File: src/rtl/xpt_io_cell.sv
module xpt_io_cell #(
  parameter int GRP_W  = 16,
  parameter int CFG_AW = 3,
  parameter int CFG_DW = 8
) (
  input  logic              clk,
  input  logic              rst_n,
  input  logic              cfg_we,
  input  logic [CFG_AW-1:0] cfg_addr,
  input  logic [CFG_DW-1:0] cfg_wdata,
  input  logic [GRP_W-1:0]  pool,
  input  logic [1:0]        dyn_sel,
  input  logic [1:0]        casc_sel,
  input  logic              chain_in,
  input  logic [3:0]        gclk_line,
  input  logic [1:0]        pin_ctl,
  input  logic              oe_in,
  output logic              chain_out,
  output logic              pad_o,
  output logic              pad_oe
);
  localparam int GW = GRP_W / 4;
  localparam int IW = (GW > 1) ? $clog2(GW) : 1;

  typedef enum logic [1:0] {M_COMB = 2'd0, M_LATCH = 2'd1, M_REG = 2'd2, M_PASS = 2'd3} mode_t;

  logic [IW-1:0] src_q [4];
  mode_t         mode_q;
  logic          casc_q, pol_q, frc_q, fval_q, valid_q;
  logic [1:0]    idx_q;
  logic [2:0]    gsrc_q, esrc_q;
  logic          q;

  always_ff @(posedge clk) begin
    if (!rst_n) begin
      src_q   <= '{default: '0};
      mode_q  <= M_COMB;
      casc_q  <= 1'b0;
      idx_q   <= 2'd0;
      pol_q   <= 1'b0;
      frc_q   <= 1'b0;
      fval_q  <= 1'b0;
      gsrc_q  <= 3'd0;
      esrc_q  <= 3'd0;
      valid_q <= 1'b0;
    end else if (cfg_we) begin
      case (cfg_addr)
        CFG_AW'(0), CFG_AW'(1), CFG_AW'(2), CFG_AW'(3):
          src_q[cfg_addr[1:0]] <= cfg_wdata[IW-1:0];
        CFG_AW'(4): begin
          mode_q <= mode_t'(cfg_wdata[1:0]);
          casc_q <= cfg_wdata[2];
          idx_q  <= cfg_wdata[4:3];
          pol_q  <= cfg_wdata[5];
          frc_q  <= cfg_wdata[6];
          fval_q <= cfg_wdata[7];
        end
        CFG_AW'(5): begin
          gsrc_q <= cfg_wdata[2:0];
          esrc_q <= cfg_wdata[5:3];
        end
        CFG_AW'(7): valid_q <= cfg_wdata[0];
        default: ;
      endcase
    end
  end

  logic [3:0] grp_bit;
  for (genvar g = 0; g < 4; g++) begin : g_grp
    assign grp_bit[g] = pool[g*GW + int'(src_q[g])];
  end

  logic own_res, mux_res;
  assign own_res   = grp_bit[dyn_sel];
  assign mux_res   = (casc_q && casc_sel != idx_q) ? chain_in : own_res;
  assign chain_out = mux_res;

  logic tick, ena, gate;
  assign tick = gsrc_q[2] ? (gsrc_q[1] ? 1'b1 : pin_ctl[gsrc_q[0]]) : gclk_line[gsrc_q[1:0]];
  assign ena  = esrc_q[2] ? (esrc_q[1] ? 1'b1 : pin_ctl[esrc_q[0]]) : gclk_line[esrc_q[1:0]];
  assign gate = tick & ena;

  always_ff @(posedge clk) begin
    if (!rst_n)    q <= 1'b0;
    else if (gate) q <= mux_res;
  end

  logic stage;
  always_comb begin
    case (mode_q)
      M_LATCH: stage = gate ? mux_res : q;
      M_REG:   stage = q;
      default: stage = mux_res;
    endcase
  end

  assign pad_o  = frc_q ? fval_q : stage;
  assign pad_oe = valid_q & (frc_q | (pol_q ? oe_in : ~oe_in));

  AST_DARK_UNTIL_COMMIT: assert property (@(posedge clk) disable iff (!rst_n) !valid_q |-> !pad_oe);
  AST_REG_LOAD: assert property (@(posedge clk) disable iff (!rst_n)
    (mode_q == M_REG && !frc_q && gate && !cfg_we) |=> (pad_o == $past(chain_out)));
  AST_REG_HOLD: assert property (@(posedge clk) disable iff (!rst_n)
    (mode_q == M_REG && !frc_q && !gate && !cfg_we) |=> $stable(pad_o));
  AST_LATCH_OPEN: assert property (@(posedge clk) disable iff (!rst_n)
    (mode_q == M_LATCH && !frc_q && gate) |-> (pad_o == chain_out));
  AST_OE_INVERT: assert property (@(posedge clk) disable iff (!rst_n)
    (valid_q && !frc_q && !pol_q) |-> (pad_oe != oe_in));
  AST_CONST_STEADY: assert property (@(posedge clk) disable iff (!rst_n)
    (frc_q && !cfg_we) |=> ($stable(pad_o) && pad_oe == valid_q));
  AST_CHAIN_FWD: assert property (@(posedge clk) disable iff (!rst_n)
    (casc_q && casc_sel != idx_q) |-> (chain_out == chain_in));
endmodule

File: config.mk
export PLATFORM = sky130hd
export DESIGN_NAME = xpt_io_cell
export DESIGN_NICKNAME = d
export VERILOG_FILES = /design/src/rtl/xpt_io_cell.sv
export SDC_FILE = /design/constraint.sdc
export NUM_CORES = 1
export LEC_CHECK = 0
export BUFFER_PORTS_ARGS = -buffer_cell sky130_fd_sc_hd__buf_2
export CAP_MARGIN = 20
export CORE_ASPECT_RATIO = 1.25
export CORE_MARGIN = 5
export CORE_UTILIZATION = 49
export DETAILED_ROUTE_END_ITERATION = 12
export PLACE_DENSITY = 0.86
export SYNTH_ARGS = -nofsm -noshare
export SYNTH_HDL_FRONTEND = slang
export SYNTH_SLANG_ARGS = --single-unit
File: constraint.sdc
create_clock -name clk -period 1.94 [get_ports clk]
set_input_delay 0.097 -clock clk [delete_from_list [all_inputs] [get_ports clk]]
set_output_delay 0.097 -clock clk [all_outputs]
set_load 0.02 [all_outputs]
# After elaboration in Yosys (flattened, before gate mapping)
# Cells that the tools add are included.
[totals] wordCells=83 input_bits=42 reg_bits=24
[op_classes] muxes=33 add_sub_neg=3 n_bitwise=5 order_cmp=11 n_eq_ne=9 reduce_logical=8
[op_table] cell="two-way mux 1 bit" count=22
[op_table] cell="binary-select mux 1 bit (select 4 bit)" count=3
[op_table] cell="adder 4 x 2 -> 5 bit (first input constant)" count=2
[op_table] cell="less-than comparator 5 bit (second input constant)" count=2
[op_table] cell="== test 3 bit (second input constant)" count=3
[op_table] cell="less-than comparator 2 x 3 -> 1 bit (second input constant)" count=3
[op_table] cell="binary-select mux 1 bit (select 2 bit)" count=4
[op_table] cell="bitwise mux 8 bit" count=1
[op_table] cell="AND reduction 2 bit" count=4
[op_table] cell="== test 3 x 2 -> 1 bit (second input constant)" count=2
[op_table] cell="less-than comparator 2 x 5 -> 1 bit (second input constant)" count=1
[op_table] cell="less-than comparator 4 x 5 -> 1 bit (second input constant)" count=1
[op_table] cell="adder 3 x 2 -> 4 bit (first input constant)" count=1
[op_table] cell="demux 2 bit (select 2 bit)" count=1
[op_table] cell="less-than comparator 1 x 2 -> 1 bit (second input constant)" count=2
[op_table] cell="OR reduction 4 bit" count=1
[op_table] cell="== test 3 x 1 -> 1 bit (second input constant)" count=1
[op_table] cell=">= comparator 3 bit (second input constant)" count=1
[op_table] cell="zero test 3 bit" count=1
[op_table] cell="less-than comparator 3 x 1 -> 1 bit (second input constant)" count=1
[op_table] cell="NOT 2 -> 3 bit" count=1
[op_table] cell="AND 1 bit" count=2
[op_table] cell="== test 2 x 1 -> 1 bit (second input constant)" count=1
[op_table] cell="== test 2 bit (second input constant)" count=1
[op_table] cell="other kinds (6)" count=7

# Logic depth before layout (Yosys ltp)
# Gate-level depths: netlist (run 1).
[logic_depth] ltp_word=10 mapped_depth=5 depth_no_buf=5

# Worst setup path after synthesis (run 1)
# OpenSTA, ideal clock, no wires.
[synth_timing] kind="register to output" from="register src_q[4] (netlist name)" to="output port pad_o" t_arrival_ns=1.511 path_stages_with_launch=6 setup_slack_ns=0.332 path_cell_list="dfxtp_1 -> mux4_1 -> mux2_2 -> nor2_2 -> o31a_4 -> o221ai_2"
[synth_between] elab_chain_len=10
[synth_rtl] item="start: declaration" line_no="27" text="logic [IW-1:0] src_q [4];"
[synth_rtl] item="start signal: indexed assignment" line_no="49" text="src_q[cfg_addr[1:0]] <= cfg_wdata[IW-1:0];"
[synth_rtl] item="adder 3 x 2 -> 4 bit (*)" line_no="70" text="assign grp_bit[g] = pool[g*GW + int'(src_q[g])];"
[synth_rtl] item="binary-select mux 1 bit (select 4 bit) (*)" line_no="70"
[synth_rtl] item="two-way mux 1 bit (implied by the code) (*) (2 in series)" line_no="70"
[synth_rtl] item="binary-select mux 1 bit (select 2 bit) (*)" line_no="74" text="assign own_res = grp_bit[dyn_sel];"
[synth_rtl] item="two-way mux 1 bit (implied by the code) (*)" line_no="74"
[synth_rtl] item="two-way mux 1 bit (*)" line_no="75" text="assign mux_res = (casc_q && casc_sel != idx_q) ? chain_in : own_res;"
[synth_rtl] item="two-way mux 1 bit"
[synth_rtl] item="case mux 1 bit (2 select lines) (*)" line_no="90" text="case (mode_q)"
[synth_rtl] item="two-way mux 1 bit (*)" line_no="97" text="assign pad_o = frc_q ? fval_q : stage;"
[synth_rtl] item="end: declaration" line_no="19" text="output logic pad_o,"
# Every way passes the cells marked *; elsewhere a longest branch is shown, timed or not. The select of a mux whose other input is x is not followed.

# Final worst setup path (run 1)
[layout_timing] from="register src_q[6] (netlist name)" to="output port pad_o"
[layout_between] elab_chain_len=8
[layout_rtl] item="binary-select mux 1 bit (select 2 bit) (*)" line_no="70"
[layout_rtl] item="two-way mux 1 bit (implied by the code) (*)" line_no="70"
[layout_rtl] item="binary-select mux 1 bit (select 2 bit) (*)" line_no="74"
[layout_rtl] item="two-way mux 1 bit (implied by the code) (*)" line_no="74"
[layout_rtl] item="two-way mux 1 bit (*)" line_no="75"
[layout_rtl] item="two-way mux 1 bit"
[layout_rtl] item="case mux 1 bit (2 select lines) (*)" line_no="90"
[layout_rtl] item="two-way mux 1 bit (*)" line_no="97"
# Marks and branches as above.

==> results of run 1 <==
routing by layer:
layer  up-vias  routed length [um]
met2        28                1780
met3        11                  96
met5         -                   0
li1        560                   -
met1       534                1180
met4         0                  89
area by class of cell:
type | count | area (sq um) | area share, %
Multi-Input combinational cell | 99 | 847 | 50.6
Sequential cell | 24 | 485 | 29.0
Timing Repair Buffer | 46 | 244 | 14.6
Tap cell | 34 | 42.5 | 2.54
Clock buffer | 4 | 36.3 | 2.17
Inverter | 5 | 18.8 | 1.12
layout by cell type, fill, tap and decap left out, types with 3 or more instances in the layout:
cell | netlist | final
dfxtp_1 | 24 | 20
nor2_1 | 3 | 3
buf_4 | 0 | 3
xnor2_1 | 3 | 3
nand2_1 | 4 | 4
mux2i_1 | 31 | 31
inv_1 | 5 | 5
clkbuf_4 | 0 | 3
nor2b_1 | 26 | 26
dfxtp_2 | 0 | 4
buf_2 | 1 | 42
mux4_2 | 1 | 3
Yosys cell counts:
cell type	n	area share, %
o21a_1	1	0.56
nand4_1	1	0.47
mux2i_1	31	23
inv_1	5	1.4
dfxtp_1	24	36
and3_1	1	0.47
a21boi_0	1	0.56
clkbuf_1	2	0.56
nor2b_1	26	12
o21ai_0	2	0.74
nand2_1	4	1.1
or2_2	1	0.47
mux4_1	2	3.9
mux2_2	1	0.84
xnor2_1	3	2.0
mux4_2	1	1.7
nand3_1	1	0.37
a41oi_1	1	0.65
a32oi_1	2	1.3
nand4b_1	2	1.3
a22oi_1	1	0.56
buf_2	1	0.37
nor3b_1	2	1.1
a211oi_1	1	0.56
nor3_1	2	0.74
o221ai_2	1	1.1
ha_1	2	1.9
a21oi_1	2	0.74
or3b_2	1	0.65
nor2_2	1	0.47
nand2b_1	1	0.47
nor2_1	3	0.84
o31a_4	1	1.3
cell families after synthesis:
| logic type | Yosys count |
|---|---|
| compound gates | 13 |
| xor+xnor | 3 |
| fa+ha+maj | 2 |
| buf+inv | 8 |
| flops | 24 |
| mux | 35 |
| simple gates | 46 |
power by group:
part           switching, mW  total [mW]  leakage, nW  internal (mW)
clock network          0.143       0.258       0.0210          0.115
registers            0.00957       0.515        0.196          0.505
logic                 0.0848       0.185        0.461          0.101
metrics by stage:
stage / cells / hold WS [ps] / setup WS (ps) / TNS [ps] / utilization (%)
final: 212 / 50.1 / -108 / -133 / 63.1
after global routing: 212 / 52.8 / -169 / -246 / 63.1
after CTS: 211 / 44.2 / -110 / -126 / 62.5
after detailed placement: 207 / 379 / 166 / 0 / 60.4
after global placement: 207 / 363 / 193 / 0 / 60.4
after floorplan: 131 / 225 / 332 / 0 / -
worst max-delay path, stage by stage, from the launching register on:
cell and delay (ps):
dfxtp_2 360, mux4_2 490, mux2_4 290, nor2_4 80, o31a_4 160, o221ai_2 100, buf_4 160
worst paths after layout:
path | start | to | slack [ps] | cells after the start
max reg2reg | src_q[6] | q | 320 | 6
min reg2reg | src_q[3] | src_q[3] | 540 | 2
max | src_q[6] | pad_o | -110 | 6
min | cfg_wdata[7] | fval_q | 50 | 3
repair_timing:
item / in CTS / in global routing
setup endpoints to repair: 2 / 2
setup buffers: 0 / 1
hold buffers: 0 / 0
resized for setup: 11 / 2
pin swaps: 1 / 1
registers in the layout, indices dropped and copies added, names as in the netlist:
signal	flops
fval_q	1
src_q	8
pol_q	1
casc_q	1
frc_q	1
gsrc_q	3
idx_q	2
mode_q	2
q	1
valid_q	1
esrc_q	3
==> qor.csv, run 1 <==
stage,metric,value,unit
floorplanning,dieArea,3900,sq um
synth,ys_types,33,
sta,period_share,106,%
cts,htreeDepth,1,
sta,tightest_slew,488,ps
power,peakVddDrop,0.385,mV
synth,synth_nets,175,
power,leakagePower,0.679,nW
synth,netlist_area,1350,sq um
synth,synthAdderAreaFrac,1.86,%
place,place_congestion,0.964,
global_routing,antenna_found_initial,0,
cts,root_buffer,clkbuf_4,
cells_and_area,drive_gt1_share,36.5,%
setup_path,arrival,1950,ps
floorplanning,dieHeight,68.6,um
outcome,outcome,"complete, but fails checks",
global_routing,track_usage,16.7,%
setup_path,crit_fanout,3,
detailed_routing,drc,0,
detailed_routing,vias,1133,
cts,clkTransAtPathRegs,130,ps
synth,synthXorXnorAreaFrac,1.95,%
detailed_routing,wl_per_cell,14.8,um
global_routing,grt_pass1_vias,1175,
detailed_routing,viasPerCell,5.34,
synth,synth_compound_gate_area_share,8.09,%
cts,numCtsBuffers,3,
global_routing,grt_pass1_wl,5080,um
synth,postSynthAreaPerCell,10.3,sq um
sta,period_needed,2050,ps
global_routing,overflow,0,
floorplanning,initial_core_util,50.7,%
synth,synth_top_family_by_area,multiplexers,
synth,synth_mux_area_share,29.5,%
power,power_density,573,nW/um^2
floorplanning,fp-row-count,21,
place,numPortBuffers,44,
cells_and_area,finalInstanceArea,1670,sq um
global_routing,top_usage_layer,met2,
cells_and_area,fill_cells,219,
flow_run,drv_cap,0,
floorplanning,die_w,56.9,um
synth,synth-simple-area-share,20.6,%
cells_and_area,area_delta_synth_final,24.5,%
place,dpl_cell_area,1600,sq um
outcome,violations,negative setup slack,
synth,ys_ff_latch,24,
detailed_routing,drt_iter0_drc,24,
sta,finalSetupViolations,2,
global_routing,use_met3,2.42,%
detailed_routing,first_pass_iters,4,
cts,clk_latency,310,ps
sta,fmax,488,MHz
synth,syn_inst,131,
cells_and_area,antenna_cells,0,
setup_path,worst_setup_path_start_kind,flop,
sta,slew_viol_final,0,
setup_path,required,1840,ps
synth,yosys_warnings,0,
sta,fin_skew,2.62,ps
power,power,0.958,mW
global_routing,grtUsageMet1,17.0,%
setup_path,criticalPathCategory,flop to output port,
cts,cts_buffer_depth,2,
min_path,holdCritPathClass,input pin to flop,
sta,hold_violations,0,
sta,slew_headroom,67.3,%
floorplanning,num_io_pins,45,
floorplanning,core_region_area,2650,sq um
cts,cts_sinks,24,
sta,rsz0062_at_grt,yes,
setup_path,endpoint_kind,output port,
cells_and_area,fin_nets,223,
cts,cts_tree,built,
detailed_routing,wirelength,3150,um
synth,seq_area_frac_synth,35.7,%
place,dp_hpwl,2420,um
global_routing,grt_max_degree,25,
global_routing,grt_use_met2,33.5,%
detailed_routing,final_antenna_net_count,0,
sta,setup_slack,-108,ps
Note: power is estimated with default switching activity, not from simulation.
==> run 2, diff against run 1 <==
--- a/config.mk
+++ b/config.mk
@@ -11,6 +11,7 @@
 export CORE_MARGIN = 5
 export CORE_UTILIZATION = 49
 export DETAILED_ROUTE_END_ITERATION = 12
+export GPL_TIMING_DRIVEN = 0
 export PLACE_DENSITY = 0.86
 export SYNTH_ARGS = -nofsm -noshare
 export SYNTH_HDL_FRONTEND = slang
==> qor.csv, run 2 (synthesized netlist as in run 1, its figures left out) <==
stage,metric,value,unit,change
outcome,outcome,"complete, but fails checks",,
outcome,violations,negative setup slack,,
cts,clk_latency,310,ps,about the same
setup_path,worst_setup_path_start_kind,flop,,
sta,period_needed,2070,ps,+19.8 ps
min_path,holdCritPathClass,input pin to flop,,
floorplanning,fp-row-count,21,,unchanged
sta,rsz0062_at_grt,yes,,
detailed_routing,final_antenna_net_count,0,,unchanged
detailed_routing,vias,1128,,-0.44%
setup_path,required,1840,ps,about the same
sta,hold_ws,49.2,ps,-0.825 ps
detailed_routing,wl_per_cell,14.4,um,-2.6%
setup_path,ff2ff_path_depth,5,,-1
cells_and_area,finish.utilization,62.7,%,-0.38 points
detailed_routing,drt_iter0_drc,38,,+58%
place,dp_hpwl,2460,um,+1.9%
cells_and_area,final_common_cell,buf_2,,
floorplanning,dieHeight,68.6,um,unchanged
cells_and_area,regArea,484,sq um,-0.26%
cells_and_area,top_register,src_q,,
sta,fmax,484,MHz,-0.96%
global_routing,grt_pass1_wl,5100,um,+0.41%
sta,fin_skew,4.62,ps,+2.00 ps
power,power_density,548,nW/um^2,-4.2%
setup_path,crit_family,multiplexers,,
setup_path,criticalPathCategory,flop to output port,,
setup_path,critPathBufInv,1,,unchanged
cts,cts_sinks,24,,unchanged
place,place_congestion,0.755,,-22%
cells_and_area,top_regs,"src_q (8), esrc_q (3), gsrc_q (3)",,
cells_and_area,multi_input_area,855,sq um,+0.89%
sta,slew_viol_final,0,,unchanged
power,power,0.913,mW,-4.8%
sta,tightest_slew,460,ps,-28.0 ps
sta,finalSetupViolations,2,,unchanged
setup_path,max_stage_delay,510,ps,+20 ps
min_path,min-delay-start,cfg_wdata[5],,
global_routing,overflow,0,,unchanged
setup_path,path_cells,"mux4_2, mux2_4, nor2_4, o31a_4, o221ai_2, buf_4",,
global_routing,track_usage,16.8,%,+0.099 points
detailed_routing,wirelength,3060,um,-2.6%
place,dpl_worst_slack,146,ps,-20.0 ps
setup_path,rr_startpoint,src_q[6],,
setup_path,endpoint_kind,output port,,
floorplanning,initial_core_util,50.7,%,unchanged
setup_path,cp.depth,6,,unchanged
cells_and_area,finalInstanceArea,1660,sq um,-0.60%
cts,clkTransAtPathRegs,130,ps,about the same
sta,slew_headroom,69.2,%,+1.9 points
sta,period_share,107,%,+1.0 points
floorplanning,core_region_area,2650,sq um,unchanged
cts,cts_setup_buffers,0,,unchanged
cts,cts_buffer_depth,2,,unchanged
cells_and_area,fill_cells,225,,+2.7%
detailed_routing,drc,0,,unchanged
cells_and_area,fin_nets,224,,+0.45%
setup_path,crit_slowest_cell,mux4_2,,
floorplanning,num_io_pins,45,,unchanged
cells_and_area,drive_gt1_share,35.4,%,-1.1 points
cells_and_area,mostFrequentLayoutCells,"buf_2, mux2i_1, nor2b_1, dfxtp_1, inv_1",,
min_path,whs_path_depth,3,,unchanged
setup_path,startpoint,src_q[6],,
place,numPortBuffers,44,,unchanged
detailed_routing,viasPerCell,5.32,,-0.44%
global_routing,antenna_found_initial,0,,unchanged
global_routing,grt_max_degree,13,,-48%
floorplanning,dieArea,3900,sq um,unchanged
cts,root_buffer,clkbuf_4,,
global_routing,grt_pass1_vias,1165,,-0.85%
floorplanning,die_w,56.9,um,unchanged
setup_path,crit_fanout,3,,unchanged
cells_and_area,area_delta_synth_final,23.7,%,
sta,hold_violations,0,,unchanged
cts,numCtsBuffers,3,,unchanged
detailed_routing,first_pass_iters,2,,-2
cells_and_area,largest_register_ffs,8,,unchanged
setup_path,arrival,1970,ps,+20 ps
cts,cts_tree,built,,
power,peakVddDrop,0.345,mV,-10%
power,leakagePower,0.675,nW,-0.57%
sta,setup_slack,-128,ps,-19.8 ps
place,dpl_cell_area,1610,sq um,+0.31%
cts,htreeDepth,1,,unchanged
cells_and_area,antenna_cells,0,,unchanged
flow_run,drv_cap,0,,unchanged
## run 2: tightest hold or removal path: stages
cell	delay, ps
buf_2	90
mux2i_1	60
nor2b_1	90
## run 2: cell type report
class | instances | area share, %
timing repair buffer | 44 | 13.8
inverter | 5 | 1.13
sequential | 24 | 29.1
buffer | 3 | 0.752
tap | 34 | 2.56
multi-input combinational | 99 | 51.4
clock buffer | 3 | 1.35
## run 2: path summary, 6_finish.rpt
path	end	slack, ps
hold / removal	esrc_q[2]	50
hold reg to reg	casc_q	540
setup reg to reg	q	380
setup / recovery	pad_o	-130
## run 2: per-layer routing
layer / part of all wire [%] / global-route usage (%)
met1: 39 / 18.4
met2: 57 / 33.4
met3: 2.3 / 1.86
met4: 1.2 / 6.09
met5: 0 / 0
## run 2: metrics by stage
step	std cells	TNS [ps]
floorplan	131	0
global placement	209	0
detailed placement	209	0
CTS	212	-156
global route	212	-280
finish	212	-168
## run 2: where the power goes
group          switching, mW  total [mW]  leakage (nW)  internal, mW
logic                 0.0823       0.181         0.465        0.0991
clock network          0.143       0.216        0.0138        0.0727
registers            0.00964       0.515         0.196         0.505
## run 2: timing repair
| item | CTS | global route |
|---|---|---|
| pin swaps | 1 | 0 |
| setup endpoints to repair | 2 | 2 |
| hold buffers | 0 | 0 |
| gates resized for setup | 13 | 1 |
